===== src/rtl/ccb_pkg.sv =====
package ccb_pkg;
  localparam int unsigned WORD_W   = 16;
  localparam int unsigned FLAG_W   = 3;
  localparam int unsigned COND_LSB = 9;
  localparam int unsigned PRIV_BIT = WORD_W - 1;
  localparam int unsigned PAD_W    = PRIV_BIT - FLAG_W;

  typedef logic [FLAG_W-1:0] flags_t;

  localparam flags_t FLAG_NEG  = 3'b100;
  localparam flags_t FLAG_ZERO = 3'b010;
  localparam flags_t FLAG_POS  = 3'b001;

  localparam logic RESET_PRIV = 1'b1;
endpackage


===== src/rtl/ccb_classifier.sv =====
module ccb_classifier
  import ccb_pkg::*;
#(
  parameter int unsigned W = WORD_W
) (
  input  logic [W-1:0] value,
  output flags_t       cls
);
  always_comb begin
    if (value[W-1])
      cls = FLAG_NEG;
    else if (value == '0)
      cls = FLAG_ZERO;
    else
      cls = FLAG_POS;
  end
endmodule


===== src/rtl/ccb_status_reg.sv =====
module ccb_status_reg
  import ccb_pkg::*;
#(
  parameter int unsigned W = WORD_W
) (
  input  logic         clk,
  input  logic         rst_n,
  input  logic         flag_we,
  input  flags_t       flag_d,
  input  logic         priv_we,
  input  logic         priv_d,
  output logic [W-1:0] word
);
  localparam int unsigned PAD = W - 1 - FLAG_W;

  flags_t flag_q;
  logic   priv_q;

  always_ff @(posedge clk or negedge rst_n) begin
    if (!rst_n) begin
      flag_q <= FLAG_ZERO;
      priv_q <= RESET_PRIV;
    end else begin
      if (flag_we) flag_q <= flag_d;
      if (priv_we) priv_q <= priv_d;
    end
  end

  assign word = {priv_q, {PAD{1'b0}}, flag_q};
endmodule


===== src/rtl/ccb_branch_test.sv =====
module ccb_branch_test
  import ccb_pkg::*;
#(
  parameter int unsigned W = WORD_W
) (
  input  logic [W-1:0] insn,
  input  logic         enable,
  input  flags_t       flags,
  output logic         taken
);
  flags_t want;
  flags_t hit;

  assign want = insn[COND_LSB +: FLAG_W];

  for (genvar i = 0; i < FLAG_W; i++) begin : g_hit
    assign hit[i] = want[i] & flags[i];
  end

  assign taken = enable & (|hit);
endmodule


===== src/rtl/ccb_pc_select.sv =====
module ccb_pc_select #(
  parameter int unsigned W = 16
) (
  input  logic [W-1:0] pc,
  input  logic [W-1:0] target,
  input  logic         force_jump,
  input  logic         taken,
  output logic [W-1:0] next_pc
);
  logic [W-1:0] seq_pc;

  assign seq_pc = pc + W'(1);

  always_comb begin
    if (force_jump)
      next_pc = target;
    else if (taken)
      next_pc = target;
    else
      next_pc = seq_pc;
  end
endmodule


===== src/rtl/cc_branch_unit.sv =====
module cc_branch_unit
  import ccb_pkg::*;
#(
  parameter int unsigned W = WORD_W
) (
  input  logic         clk,
  input  logic         rst_n,
  input  logic [W-1:0] wb_result,
  input  logic         rf_we,
  input  logic         trap_en,
  input  logic         rti_en,
  input  logic         new_priv,
  input  logic [W-1:0] insn,
  input  logic         br_en,
  input  logic [W-1:0] pc,
  input  logic [W-1:0] br_target,
  output logic [W-1:0] next_pc,
  output logic         br_taken,
  output logic [W-1:0] psr
);
  flags_t cls;
  logic   priv_write;
  logic   flag_write;

  assign priv_write = trap_en | rti_en;
  assign flag_write = rf_we | priv_write;

  ccb_classifier #(.W(W)) u_cls (
    .value (wb_result),
    .cls   (cls)
  );

  ccb_status_reg #(.W(W)) u_psr (
    .clk     (clk),
    .rst_n   (rst_n),
    .flag_we (flag_write),
    .flag_d  (cls),
    .priv_we (priv_write),
    .priv_d  (new_priv),
    .word    (psr)
  );

  ccb_branch_test #(.W(W)) u_brt (
    .insn   (insn),
    .enable (br_en),
    .flags  (psr[FLAG_W-1:0]),
    .taken  (br_taken)
  );

  ccb_pc_select #(.W(W)) u_pcs (
    .pc         (pc),
    .target     (br_target),
    .force_jump (priv_write),
    .taken      (br_taken),
    .next_pc    (next_pc)
  );
endmodule


===== config.mk =====
export PLATFORM = sky130hd
export DESIGN_NAME = cc_branch_unit
export DESIGN_NICKNAME = d
export VERILOG_FILES = /design/src/rtl/ccb_pkg.sv /design/src/rtl/ccb_classifier.sv /design/src/rtl/ccb_status_reg.sv /design/src/rtl/ccb_branch_test.sv /design/src/rtl/ccb_pc_select.sv /design/src/rtl/cc_branch_unit.sv
export SDC_FILE = /design/constraint.sdc
export NUM_CORES = 1
export LEC_CHECK = 0
export BUFFER_PORTS_ARGS = -buffer_cell sky130_fd_sc_hd__buf_2
export CORE_ASPECT_RATIO = 1.25
export CORE_MARGIN = 2
export CORE_UTILIZATION = 31
export CTS_CLUSTER_SIZE = 16
export DETAILED_ROUTE_END_ITERATION = 8
export PLACE_DENSITY_LB_ADDON = 0.3
export SYNTH_ARGS = -nofsm -noshare
export SYNTH_HDL_FRONTEND = slang
export SYNTH_SLANG_ARGS = --single-unit

===== constraint.sdc =====
create_clock -name clk -period 2.01 [get_ports clk]
set_input_delay 0.3015 -clock clk [delete_from_list [all_inputs] [get_ports clk]]
set_output_delay 0.3015 -clock clk [all_outputs]
set_load 0.05 [all_outputs]

==> summary.md <==
| Metric | Value |
|---|---|
| Outcome | `complete, but fails checks` |
| Failing checks | `negative setup slack` |
| Most common cell after layout, fill and taps aside | `buf_2` |
| Layout Nets | `265` |
| Setup TNS | `-0.656 ns` |
| Fill count | `214` |
| Post-synth top area share | `0.143` |
| Fmax | `0.483 GHz` |
| Post-synthesis cell count | `109` |
| Period utilisation layout | `1.03` |
| EDFF count, synth | `0` |
| CTS sink count | `4` |
| Number of buffers inserted by port buffering | `78` |
| RSZ-0062 raised after global routing | `yes` |
| WP buf/inv | `3` |
| Share of layout cells above drive strength 1 | `0.646` |
| Average size of a mapped cell | `7.30 sq um` |
| Worst endpoint required time | `1.71 ns` |
| CP max-delay cell | `dfrtp_2` |
| Leak pwr | `0.000707 uW` |
| TritonCTS Buffers | `3` |
| Largest cells by area after synthesis | `xnor2_1, buf_4, o21ai_1` |
| Worst Hold Class | `in -> reg` |
| Levels on crit path | `7` |
| DR DRC count | `0` |
| Final Skew | `0 ns` |
| HPWL after detailed placement | `1980 microns` |
| Antenna diode count | `0` |
| Post-synth top area cell | `xnor2_1` |
| Starting Density | `0.328` |
| Synthesized area | `796 sq um` |
| GR Util All Layers | `0.175` |
| Count of cell types in the netlist | `25` |
| Initial antenna violation count | `0` |
| Vias per inst | `4.82` |
| Largest net degree at the start of global routing | `16` |
| Placeable Area | `2430 sq um` |
| Cells on worst reg2reg path | `3` |
| IO Pins | `104` |
| CP peak stage delay | `0.40 ns` |
| Vias in the first global route | `1025` |
| Most frequent cells in the layout | `buf_2, o21ai_4, buf_6` |
| CP Launch Type | `register` |
| # setup viols final | `16` |
| Drt first pass iters | `4` |
| Max FO, Critical Path | `15` |
| DR iter-0 viols | `13` |
| Area Overhead vs Synth | `96.5%` |
| Die area | `2990 sq um` |
| Ys Warns | `0` |
| Worst vdd ir | `384 uV` |
| CTS Buffer Depth | `2` |
| First-pass GRT wire length | `4090 microns` |
| Top_reg_cell synth | `dfstp_2` |
| Die Ht | `60.6 microns` |
| R2r setup slk | `1.19 ns` |
| Yosys reg bits | `4` |
| Hold path depth | `2` |
| Final hold violations | `0` |
| Row count | `20` |
| Crit path DAT | `1.77 ns` |
| CP endpoint kind | `output pin` |
| Die Wd | `49.3 microns` |
| Cell Pwr Density | `439 nW/um^2` |
| Total routed wirelength | `2700 microns` |
| Post-route setup slack | `-0.0618 ns` |
| Post-route minimum period | `2.07 ns` |
| WS Path Type | `reg -> out` |
| CTS clk-pin slew, worst paths | `0.04 ns` |
| Worst hold slack | `0.282 ns` |
| CP dominant cell by count | `o21ai_4` |
| H-tree levels | `1` |
| Sequential area share after synthesis | `0.129` |
| Slew Limit Fails | `0` |
| Sequence of cells on the critical path | `a222oi_1 > buf_4 > o21ai_4 > buf_12 > nand2_1 > o21ai_4 > buf_6` |
| Clk_lat worst skew | `0.24 ns` |
| Antenna-violating nets left | `0` |
| Max_cap viols | `0` |
| Top delay family on crit path | `buffers and inverters` |
| Grt ovf | `0` |
| Routability congestion estimate | `0.662` |
| CTS root buf | `clkbuf_4` |
| Asr flop ratio synth | `1.00` |
| Wirelength per Cell | `12.0 microns` |
| CTS tree | `done` |
| DR vias | `1085` |
## synth_stat cells, types with 3 or more instances
cell type,count
buf_2,3
xnor2_1,13
nor3_1,3
nand2_1,19
nor4_2,5
nor2_1,6
nand4_1,3
mux2_1,3
o21ai_1,16
inv_1,4
buf_4,13
nor4_1,4
## state kept, by name (all words and copies together) (netlist names)
register,cells
u_psr.flag_q,3
u_psr.priv_q,1
## stage by stage
stage	power (uW)	instance area [sq um]	util	setup WS (ns)	std cells
after detailed placement	500	1330	0.546	0.0781	217
after CTS	675	1500	0.620	-0.0747	224
after global routing	719	1560	0.644	-0.165	225
after floorplan	399	967	-	-0.00536	120
after global placement	494	1330	0.546	0.0799	217
final	687	1560	0.644	-0.0618	225
## metal layers
layer / vias up / part of all wire / global-route usage
met3: 2 / 0.088 / 0.0271
met5: - / 0 / 0
met1: 491 / 0.32 / 0.161
li1: 525 / - / -
met4: 0 / 0.0070 / 0.0612
met2: 67 / 0.58 / 0.384
## logic make-up (layout without fill, tap and decap cells)
kind of cell	Yosys count	count (layout)	synth area share
other cells	1	12	0.00471
fa+ha+maj	1	1	0.0157
buf+inv	20	92	0.160
xor+xnor	14	14	0.154
compound gates	19	19	0.135
flops	4	4	0.129
simple gates	47	47	0.358
mux	3	3	0.0424
## power by group
| group | switching, uW | total (uW) | leakage [uW] | internal [uW] |
|---|---|---|---|---|
| Combinational | 311 | 483 | 0.000650 | 172 |
| Sequential | 3.52 | 91.1 | 0.0000423 | 87.5 |
| Clock | 38.0 | 113 | 0.0000150 | 74.8 |
## final timing paths
check                                 from         endpoint
setup / recovery           u_psr.flag_q[2]      next_pc[14]
hold / removal                    new_priv     u_psr.priv_q
setup reg to reg           u_psr.flag_q[1]  u_psr.flag_q[1]
hold reg to reg            u_psr.flag_q[2]  u_psr.flag_q[2]
max in group asynchronous            rst_n  u_psr.flag_q[1]
min in group asynchronous            rst_n  u_psr.flag_q[2]
## layout make-up
cell class,instances,area (sq um),area share
flip-flops and latches,4,105,0.0672
repair buffers,84,579,0.370
well taps,33,41.3,0.0264
clock buffers,4,26.3,0.0168
inverters,4,15.0,0.00960
multi-input cells,96,797,0.510
## what timing repair did
action / CTS / global route
gates resized for setup: 35 / 13
endpoints found under the setup margin: 16 / 16
cloned: 1 / 1
hold endpoints to repair: 2 / 0
buffers inserted: 2 / 0
hold buffers: 1 / 0
pin swaps: 1 / 10
Power figures use the tool's default switching activity.
